**src/rtl/pwr_state_pkg.sv**
```systemverilog
package pwr_state_pkg;

    typedef enum logic [2:0] {
        ST_OFF_MECH = 3'd0,
        ST_RUN      = 3'd1,
        ST_SLP1     = 3'd2,
        ST_SLP2     = 3'd3,
        ST_SLP3     = 3'd4,
        ST_SLP4     = 3'd5,
        ST_OFF_SOFT = 3'd6
    } sys_st_e;

    localparam logic [1:0] GS_WORK  = 2'd0;
    localparam logic [1:0] GS_SLEEP = 2'd1;
    localparam logic [1:0] GS_SOFT  = 2'd2;
    localparam logic [1:0] GS_MECH  = 2'd3;

    function automatic logic type_ok(input logic [2:0] t);
        return (t >= 3'd1) && (t <= 3'd5);
    endfunction

    function automatic sys_st_e type_target(input logic [2:0] t);
        sys_st_e r;
        case (t)
            3'd1:    r = ST_SLP1;
            3'd2:    r = ST_SLP2;
            3'd3:    r = ST_SLP3;
            3'd4:    r = ST_SLP4;
            3'd5:    r = ST_OFF_SOFT;
            default: r = ST_RUN;
        endcase
        return r;
    endfunction

endpackage

```
**src/rtl/slp_type_reg.sv**
```systemverilog
module slp_type_reg #(
    parameter int TYPE_W = 3
) (
    input  logic              clk,
    input  logic              rst_n,
    input  logic              acpi_mode,
    input  logic              wr,
    input  logic [TYPE_W-1:0] type_in,
    input  logic              go,
    output logic              go_rise,
    output logic [TYPE_W-1:0] eff_type
);
    logic [TYPE_W-1:0] held_q;
    logic              go_q;
    logic              take;

    assign take = wr && acpi_mode;

    always_ff @(posedge clk) begin
        if (!rst_n) begin
            held_q <= '0;
            go_q   <= 1'b0;
        end else begin
            go_q <= go;
            if (take)
                held_q <= type_in;
        end
    end

    assign eff_type = take ? type_in : held_q;
    assign go_rise  = go && !go_q;

    // legacy mode leaves the held field untouched
    p_hold_in_legacy_r4 : assert property (@(posedge clk) disable iff (!rst_n)
        !acpi_mode |=> $stable(held_q));

    // a held strobe yields no second edge
    p_single_edge_r6 : assert property (@(posedge clk) disable iff (!rst_n)
        go_rise |=> !go_rise);

endmodule

```
**src/rtl/cstate_track.sv**
```systemverilog
module cstate_track #(
    parameter int CST_W = 2
) (
    input  logic             clk,
    input  logic             rst_n,
    input  logic             stay_run,
    input  logic [CST_W-1:0] req,
    output logic [CST_W-1:0] cst
);
    always_ff @(posedge clk) begin
        if (!rst_n)
            cst <= '0;
        else if (stay_run)
            cst <= req;
        else
            cst <= '0;
    end

    // a departure from the working state drops the idle depth
    p_cst_clear_r11 : assert property (@(posedge clk) disable iff (!rst_n)
        !stay_run |=> cst == '0);

endmodule

```
**src/rtl/pwr_fsm.sv**
```systemverilog
module pwr_fsm
    import pwr_state_pkg::*;
#(
    parameter int TYPE_W = 3
) (
    input  logic              clk,
    input  logic              rst_n,
    input  logic              boot_req,
    input  logic              boot_acpi,
    input  logic              mode_on,
    input  logic              mode_off,
    input  logic              go_rise,
    input  logic [TYPE_W-1:0] eff_type,
    input  logic              pwrbtn_ovr,
    input  logic              wake_evt,
    input  logic              pwr_fail,
    output logic              stay_run,
    output logic              sci_q,
    output logic              err_q,
    output logic [1:0]        gstate,
    output logic [2:0]        sstate
);
    sys_st_e st_q, st_d;
    logic    sci_d;
    logic    fire_ok, fire_bad;
    logic    in_sleep;

    assign in_sleep = (st_q == ST_SLP1) || (st_q == ST_SLP2) ||
                      (st_q == ST_SLP3) || (st_q == ST_SLP4);
    assign fire_ok  = go_rise && sci_q && type_ok(eff_type[2:0]);
    assign fire_bad = go_rise && sci_q && !type_ok(eff_type[2:0]) &&
                      (st_q == ST_RUN) && !pwrbtn_ovr && !pwr_fail;

    // next-state process
    always_comb begin
        st_d = st_q;
        if (pwr_fail) begin
            st_d = ST_OFF_MECH;
        end else begin
            unique case (st_q)
                ST_OFF_MECH: if (boot_req) st_d = ST_RUN;
                ST_RUN: begin
                    if (pwrbtn_ovr)   st_d = ST_OFF_SOFT;
                    else if (fire_ok) st_d = type_target(eff_type[2:0]);
                end
                ST_SLP1, ST_SLP2, ST_SLP3, ST_SLP4: begin
                    if (pwrbtn_ovr)    st_d = ST_OFF_SOFT;
                    else if (wake_evt) st_d = ST_RUN;
                end
                ST_OFF_SOFT: if (wake_evt) st_d = ST_RUN;
                default: st_d = ST_OFF_MECH;
            endcase
        end
    end

    always_comb begin
        sci_d = sci_q;
        if (pwr_fail)
            sci_d = 1'b0;
        else if (st_q == ST_OFF_MECH && boot_req)
            sci_d = boot_acpi;
        else if (st_q == ST_RUN) begin
            if (mode_off)     sci_d = 1'b0;
            else if (mode_on) sci_d = 1'b1;
        end
    end

    // state register process
    always_ff @(posedge clk) begin
        if (!rst_n) begin
            st_q  <= ST_OFF_MECH;
            sci_q <= 1'b0;
            err_q <= 1'b0;
        end else begin
            st_q  <= st_d;
            sci_q <= sci_d;
            err_q <= fire_bad;
        end
    end

    assign stay_run = (st_q == ST_RUN) && (st_d == ST_RUN);

    // output process
    always_comb begin
        unique case (st_q)
            ST_OFF_MECH: begin gstate = GS_MECH;  sstate = 3'd5; end
            ST_RUN:      begin gstate = GS_WORK;  sstate = 3'd0; end
            ST_SLP1:     begin gstate = GS_SLEEP; sstate = 3'd1; end
            ST_SLP2:     begin gstate = GS_SLEEP; sstate = 3'd2; end
            ST_SLP3:     begin gstate = GS_SLEEP; sstate = 3'd3; end
            ST_SLP4:     begin gstate = GS_SLEEP; sstate = 3'd4; end
            ST_OFF_SOFT: begin gstate = GS_SOFT;  sstate = 3'd5; end
            default:     begin gstate = GS_MECH;  sstate = 3'd5; end
        endcase
    end

    // power failure always lands in mechanical off with legacy mode
    p_fail_off_r9 : assert property (@(posedge clk) disable iff (!rst_n)
        pwr_fail |=> (gstate == GS_MECH) && !sci_q);

    // no sleep request is honoured in legacy mode
    p_legacy_stay_r4 : assert property (@(posedge clk) disable iff (!rst_n)
        (st_q == ST_RUN && !sci_q && !pwrbtn_ovr && !pwr_fail) |=> st_q == ST_RUN);

    // wake from any sleep depth returns to working
    p_wake_r8 : assert property (@(posedge clk) disable iff (!rst_n)
        (in_sleep && wake_evt && !pwrbtn_ovr && !pwr_fail) |=> st_q == ST_RUN);

    // a rejected type leaves the block working
    p_err_stay_r5 : assert property (@(posedge clk) disable iff (!rst_n)
        err_q |-> st_q == ST_RUN);

    // the mode bit only moves while working, at boot or on power failure
    p_mode_gate_r10 : assert property (@(posedge clk) disable iff (!rst_n)
        (in_sleep || st_q == ST_OFF_SOFT) && !pwr_fail |=> $stable(sci_q));

endmodule

```
**src/rtl/pwr_state_ctl.sv**
```systemverilog
module pwr_state_ctl
    import pwr_state_pkg::*;
#(
    parameter int TYPE_W = 3,
    parameter int CST_W  = 2
) (
    input  logic              clk,
    input  logic              rst_n,
    input  logic              boot_req,
    input  logic              boot_acpi,
    input  logic              mode_on,
    input  logic              mode_off,
    input  logic              slp_type_wr,
    input  logic [TYPE_W-1:0] slp_type_in,
    input  logic              slp_go,
    input  logic              pwrbtn_ovr,
    input  logic              wake_evt,
    input  logic              pwr_fail,
    input  logic [CST_W-1:0]  cst_req,
    output logic [1:0]        gstate,
    output logic [2:0]        sstate,
    output logic              sci_on,
    output logic [CST_W-1:0]  cstate,
    output logic              slp_err
);
    logic              go_rise;
    logic [TYPE_W-1:0] eff_type;
    logic              stay_run;

    slp_type_reg #(.TYPE_W(TYPE_W)) u_type (
        .clk       (clk),
        .rst_n     (rst_n),
        .acpi_mode (sci_on),
        .wr        (slp_type_wr),
        .type_in   (slp_type_in),
        .go        (slp_go),
        .go_rise   (go_rise),
        .eff_type  (eff_type)
    );

    pwr_fsm #(.TYPE_W(TYPE_W)) u_fsm (
        .clk        (clk),
        .rst_n      (rst_n),
        .boot_req   (boot_req),
        .boot_acpi  (boot_acpi),
        .mode_on    (mode_on),
        .mode_off   (mode_off),
        .go_rise    (go_rise),
        .eff_type   (eff_type),
        .pwrbtn_ovr (pwrbtn_ovr),
        .wake_evt   (wake_evt),
        .pwr_fail   (pwr_fail),
        .stay_run   (stay_run),
        .sci_q      (sci_on),
        .err_q      (slp_err),
        .gstate     (gstate),
        .sstate     (sstate)
    );

    cstate_track #(.CST_W(CST_W)) u_cst (
        .clk      (clk),
        .rst_n    (rst_n),
        .stay_run (stay_run),
        .req      (cst_req),
        .cst      (cstate)
    );

    // override leaves working or sleeping for soft off
    p_override_r7 : assert property (@(posedge clk) disable iff (!rst_n)
        (pwrbtn_ovr && !pwr_fail && (gstate == 2'd0 || gstate == 2'd1))
        |=> gstate == 2'd2 && sstate == 3'd5);

endmodule

```
**config.mk**
```make
export PLATFORM = sky130hd
export DESIGN_NAME = pwr_state_ctl
export DESIGN_NICKNAME = d
export VERILOG_FILES = /design/src/rtl/pwr_state_pkg.sv /design/src/rtl/slp_type_reg.sv /design/src/rtl/cstate_track.sv /design/src/rtl/pwr_fsm.sv /design/src/rtl/pwr_state_ctl.sv
export SDC_FILE = /design/constraint.sdc
export NUM_CORES = 1
export LEC_CHECK = 0
export ABC_AREA = 1
export ABC_CLOCK_PERIOD_IN_PS = 1600
export BUFFER_PORTS_ARGS = -buffer_cell sky130_fd_sc_hd__buf_2
export CORE_MARGIN = 5
export CORE_UTILIZATION = 40
export CTS_CLUSTER_SIZE = 28
export DETAILED_ROUTE_END_ITERATION = 12
export GPL_TIMING_DRIVEN = 0
export HOLD_SLACK_MARGIN = 0.08
export PLACE_DENSITY_LB_ADDON = 0.15
export SLEW_MARGIN = 10
export SYNTH_ARGS = -nofsm -noshare
export SYNTH_HDL_FRONTEND = slang
export SYNTH_SLANG_ARGS = --single-unit
```
**constraint.sdc**
```tcl
create_clock -name clk -period 1.6 [get_ports clk]
set_input_delay 0.4 -clock clk [delete_from_list [all_inputs] [get_ports clk]]
set_output_delay 0.4 -clock clk [all_outputs]
set_load 0.02 [all_outputs]
```
==> run_results.csv, run 1 <==
group,metric,value,unit
critical_path,path_cells,"inv_6 > nor3_4 > nor2_2 > a21oi_2 > inv_1 > buf_6",
global_route,grt_pass1_wl,3160,microns
critical_path,regToRegStartpoint,"u_fsm.st_q[1]",
cts,clk_pin_slew,70,ps
timing,slew_violations,0,
cts,cts_hold_buf,0,
critical_path,worstPathRequired,1200,ps
finish,drive_above_1_share,0.394,
global_route,grt_pass1_vias,785,
route,dr_total_vias,883,
synthesis,netlist_top_cells_count,"nand2_1 (40), inv_1 (20), nor2_1 (17)",
synthesis,synthCells,119,
critical_path,worstSetupPathType,"reg2out",
finish,area_delta_synth_final,50.4,%
status,violations,"setup timing",
synthesis,syn_area_per_cell,5.92,sq um
timing,clock_skew,7.16,ps
synthesis,yosysUniqueCellTypes,19,
global_route,grt_max_degree,9,
synthesis,async_flop_share,0,
timing,relSlewSlack,0.853,
critical_path,crit_family,"flip-flops",
route,ant_nets,0,
cts,cts_tree,"done",
global_route,grt_usage,0.157,
critical_path,path_buf_inv,3,
cts,htreeDepth,1,
timing,min_period,1700,ps
placement,io_buffers,24,
synthesis,ys_ff_latch,11,
global_route,grt_remaining_overflow,0,
timing,timing.hold.ws,301,ps
route,wl,1950,microns
critical_path,cp_max_fo,5,
timing,hold_viol,0,
critical_path,rr_worst_depth,14,
timing,period_share,1.07,
route,drcViolationCount,0,
placement,dp_hpwl,1370,microns
die,start_util,0.412,
critical_path,r2r_end,"u_cst.cst[1]",
critical_path,critPathCaptureType,"primary output",
route,drt_pre_antenna_iters,4,
critical_path,rrSetupSlack,-70,ps
critical_path,cpPeakStageDelay,410,ps
power,power_density,586,nW/um^2
status,run_status,"complete, but fails checks",
synthesis,ys.flop_type,"dfxtp_1",
cts,cts-root-buf,"clkbuf_4",
finish,nets,177,
placement,pre_cts_ws,-14.5,ps
cts,clock_latency,270,ps
cts,numCtsBuffers,3,
job,cap_violations,0,
synthesis,synth_edf_count,0,
die,dieHeight,52.0,microns
timing,finalWorstSetupSlack,-104,ps
critical_path,cp-start-kind,"flop",
route,wl_per_cell,10.6,microns
hold_path,hold_path_class,"in2reg",
timing,setup-violations-final,6,
critical_path,crit_slowest_cell,"dfxtp_4",
synthesis,synth_top_cells_by_area,"dfxtp_1 (31%), nand2_1 (21%), inv_1 (11%)",
die,io_pins,25,
synthesis,yosys_warnings,0,
hold_path,holdCritStartpoint,"pwr_fail",
synthesis,yosysTopAreaCellShare,0.313,
timing,rsz0062_at_grt,"true",
power,max-vdd-ir-drop,0.569,mV
global_route,antenna_found_initial,0,
placement,gp_congestion,0.763,
die,core_area,1710,sq um
critical_path,cp_data_arrival_time,1300,ps
cts,clock_sinks,11,
timing,fmax,587,MHz
synthesis,syn_nets,135,
cts,clock_path_buffers,2,
die,fp-row-count,15,
synthesis,synth_seq_area_share,0.313,
power,power,0.000621,W
synthesis,yosysMostFrequentCell,"nand2_1",
power,p_leak,0.548,nW
route,avgViaCountPerCell,4.77,
route,initialDrtViolationCount,10,
die,die-area,2700,sq um
hold_path,hold-path-cell-count,2,
timing,tightest_slew,221,ps
synthesis,syn_area,704,sq um
hold_path,hold_end,"u_fsm.sci_q",
finish,n_fill_cell,167,
die,fp.dieW,52.0,microns
synthesis,synth_area_leader_cell,"dfxtp_1",
finish,antennaDiodeCount,0,
-- metrics by stage --
| step | cell area (sq um) | setup TNS, ps | utilization | instances |
|---|---|---|---|---|
| finish | 1060 | -367 | 0.621 | 185 |
| global route | 1060 | -1010 | 0.621 | 185 |
| CTS | 1010 | -382 | 0.589 | 184 |
| detailed placement | 856 | -26.7 | 0.501 | 168 |
| global placement | 856 | 0 | 0.501 | 168 |
| floorplan | 704 | 0 | - | 119 |
-- cell type report --
cell class | count | area, sq um | area share
sequential | 11 | 229 | 0.216
timing repair buffer | 37 | 224 | 0.211
clock buffer | 4 | 26.3 | 0.0248
tap | 25 | 31.3 | 0.0295
buffer | 1 | 11.3 | 0.0106
inverter | 20 | 82.6 | 0.0779
multi-input combinational | 87 | 455 | 0.430
-- cell families after synthesis --
| logic type | count (synthesis) | share of synthesized area |
|---|---|---|
| buf+inv | 21 | 0.117 |
| flops | 11 | 0.313 |
| xor+xnor | 1 | 0.0231 |
| compound gates | 12 | 0.101 |
| simple gates | 74 | 0.446 |
-- state kept, by name, indices dropped and copies added, names as in the netlist --
name	cells
u_type.go_q	1
u_type.held_q	3
u_fsm.err_q	1
u_fsm.st_q	3
u_cst.cst	2
u_fsm.sci_q	1
-- report_power, final --
part | leakage [nW] | switching, W | total, W | internal, W
clock | 0.0150 | 0.0000898 | 0.000186 | 0.0000965
combinational | 0.442 | 0.0000867 | 0.000148 | 0.0000609
sequential | 0.0914 | 0.00000806 | 0.000287 | 0.000279
-- timing repair --
action | in CTS | in global routing
buffers inserted | 12 | 1
setup endpoints to repair | 3 | 9
endpoints found under the hold margin | 0 | 0
resized for setup | 12 | 15
pin swaps | 4 | 5
-- worst max path at each step --
stage	start	end	slack, ps	depth (start not counted)
detailed placement	slp_type_wr	u_cst.cst[1]	-10	14
global placement	slp_type_wr	u_cst.cst[0]	6	14
global route	u_fsm.st_q[2]	u_cst.cst[0]	-190	14
floorplan	u_fsm.sci_q	u_cst.cst[0]	100	14
CTS	u_fsm.st_q[1]	gstate[0]	-90	6
finish	u_fsm.st_q[2]	gstate[0]	-100	6
-- layout by cell type (no fill, tap or decap) --
cell	n
inv_1	16
inv_6	1
dfxtp_2	1
clkbuf_4	3
nand3_2	1
nor2_2	3
xor2_4	1
o21ai_1	1
a22oi_1	1
a21oi_2	3
or2_2	1
nor3_4	1
buf_4	13
dfxtp_4	2
o21ai_0	2
a21oi_1	3
clkbuf_1	1
buf_6	2
nor2_1	14
inv_4	1
buf_2	23
nand3_1	11
o31ai_4	1
nand4_1	1
o211ai_1	1
nand2_1	37
inv_2	2
dfxtp_1	8
nand2_2	4
nor4_1	1
-- layer usage --
layer  global-route usage  up-vias  wire length, microns
li1                     -      454                     -
met1                0.186      406                   860
met2                0.257       21                   956
met3               0.0573        2                   116
met4               0.0524        0                    21
met5                    0        -                     0
No activity file was read; power rests on OpenSTA's default activity.
==> run 2: changes to the inputs <==
--- a/config.mk
+++ b/config.mk
@@ -7,11 +7,11 @@
 export LEC_CHECK = 0
 export ABC_AREA = 1
 export ABC_CLOCK_PERIOD_IN_PS = 1600
-export BUFFER_PORTS_ARGS = -buffer_cell sky130_fd_sc_hd__buf_2
 export CORE_MARGIN = 5
 export CORE_UTILIZATION = 40
 export CTS_CLUSTER_SIZE = 28
 export DETAILED_ROUTE_END_ITERATION = 12
+export DONT_BUFFER_PORTS = 1
 export GPL_TIMING_DRIVEN = 0
 export HOLD_SLACK_MARGIN = 0.08
 export PLACE_DENSITY_LB_ADDON = 0.15
==> run_results.csv, run 2 (same netlist as run 1, synthesis figures left out) <==
group,metric,value,unit
status,run_status,"complete, but fails checks",
status,violations,"setup timing",
critical_path,cp_data_arrival_time,1250,ps
die,io_pins,25,
critical_path,worstSetupPathType,"reg2out",
power,p_leak,0.441,nW
placement,gp_congestion,0.820,
cts,numCtsBuffers,3,
timing,slew_violations,0,
die,die-area,2700,sq um
timing,min_period,1650,ps
die,fp.dieW,52.0,microns
timing,finalSetupTns,-74.5,ps
hold_path,hold-path-cell-count,1,
timing,tightest_slew,417,ps
finish,drive_above_1_share,0.351,
finish,final_common_cell,"nand2_1",
cts,clock_path_buffers,2,
placement,dpl.cell_count,144,
critical_path,cpPeakStageDelay,410,ps
global_route,grt_max_degree,9,
timing,period_share,1.03,
timing,fmax,606,MHz
global_route,grt_usage,0.150,
critical_path,path_buf_inv,2,
die,fp-row-count,15,
die,start_util,0.412,
job,cap_violations,0,
global_route,grt_remaining_overflow,0,
route,dr_total_vias,772,
finish,n_fill_cell,173,
critical_path,crit_slowest_cell,"dfxtp_4",
critical_path,critPathMostFrequentCell,"inv_2",
cts,cts-root-buf,"clkbuf_4",
cts,clock_latency,260,ps
route,avgViaCountPerCell,4.95,
power,max-vdd-ir-drop,0.480,mV
route,wl,1820,microns
cts,htreeDepth,1,
cts,cts_tree,"done",
die,dieHeight,52.0,microns
finish,antennaDiodeCount,0,
critical_path,path_cells,"inv_2 > nor3_2 > nor2_2 > a21oi_2 > inv_2",
global_route,grt_pass1_wl,3060,microns
critical_path,cp_max_fo,5,
die,core_area,1710,sq um
critical_path,crit_family,"flip-flops",
route,wl_per_cell,11.6,microns
route,drt_pre_antenna_iters,4,
global_route,grt_pass1_vias,695,
critical_path,cp-start-kind,"flop",
finish,stdcell_count,156,
finish,nets,148,
route,initialDrtViolationCount,25,
timing,setup-violations-final,3,
timing,clock_skew,6.55,ps
timing,rsz0062_at_grt,"true",
critical_path,worstPathRequired,1200,ps
critical_path,path_depth,5,
critical_path,rr_worst_depth,13,
timing,hold_viol,0,
hold_path,hold_path_class,"in2reg",
power,power_density,628,nW/um^2
route,drcViolationCount,0,
critical_path,critPathCaptureType,"primary output",
finish,reg.largest.list,"u_fsm.st_q (3), u_type.held_q (3), u_cst.cst (2)",
cts,cts_hold_buf,0,
route,ant_nets,0,
global_route,antenna_found_initial,0,
cts,clock_sinks,11,
placement,dp_hpwl,1280,microns
finish,fin_util,0.554,
finish,mostFrequentLayoutCells,"nand2_1 (29), inv_1 (16), nor2_1 (14), nand2_2 (11)",
placement,io_buffers,0,
finish,area_delta_synth_final,34.3,%
cts,clk_pin_slew,70,ps
timing,relSlewSlack,0.720,
timing,finalWorstSetupSlack,-50.9,ps
## run 2: cell count changes in the layout (fill, tap and decap cells not counted), moves of 2 or more
cell | previous run | this run
buf_2 | 23 | 0
o21ai_0 | 2 | 0
nand3_1 | 11 | 8
nor2_4 | 0 | 2
nand2_2 | 4 | 11
buf_4 | 13 | 6
nand3_2 | 1 | 4
nand2_1 | 37 | 29
nor2_2 | 3 | 1
## run 2: metrics by stage
stage	hold WS (ps)	total power, W	cell area [sq um]	setup WS (ps)
after CTS	193	0.000582	856	-88.2
after detailed placement	487	0.000384	736	-106
after global routing	196	0.000636	946	-128
after floorplan	479	0.000369	704	99.0
after global placement	481	0.000384	736	-90.8
final	201	0.000594	946	-50.9
## run 2: timing repair
item / 4_1_cts / 5_1_grt
cloned: 0 / 0
resized for setup: 18 / 24
pin swaps: 3 / 8
buffers inserted: 5 / 3
endpoints found under the setup margin: 8 / 9
## run 2: worst reg2reg max path, stage by stage (launching register included)
cell and delay, ps:
dfxtp_4 370, buf_6 140, buf_4 130, nand3_1 70, nand2_2 70, nand2_2 60, nand2_1 50, nand2_1 60
nand2_1 50, nand2_1 70, nand2_2 60, a21oi_2 150, nand2_2 70, nor2_1 80
## run 2: layer usage
layer | wire length, microns | global-route usage | vias up
met5 | 0 | 0 | -
met4 | 10 | 0.0262 | 0
met3 | 163 | 0.0659 | 2
met2 | 877 | 0.230 | 23
met1 | 764 | 0.195 | 346
li1 | - | - | 401
## run 2: worst paths after layout
check | to | slack, ps | from
worst min register to register | u_fsm.err_q | 580 | u_type.go_q
worst min-delay path | u_fsm.sci_q | 200 | pwr_fail
worst max-delay path | gstate[0] | -50 | u_fsm.st_q[1]
worst max register to register | u_cst.cst[0] | 110 | u_fsm.sci_q
## run 2: power by group
group          total [W]  internal [W]  leakage [nW]  switching (W)
registers       0.000288      0.000278        0.0917      0.0000103
clock network   0.000182     0.0000962        0.0150      0.0000855
logic           0.000123     0.0000473         0.335      0.0000761
total           0.000594      0.000422         0.441       0.000172
## run 2: layout make-up
class / instances / area (sq um) / area share
repair buffers: 8 / 67.6 / 0.0714
plain buffers: 1 / 11.3 / 0.0119
multi-input cells: 87 / 500 / 0.529
well taps: 25 / 31.3 / 0.0331
clock buffers: 4 / 26.3 / 0.0278
inverters: 20 / 77.6 / 0.0820
flip-flops and latches: 11 / 231 / 0.245
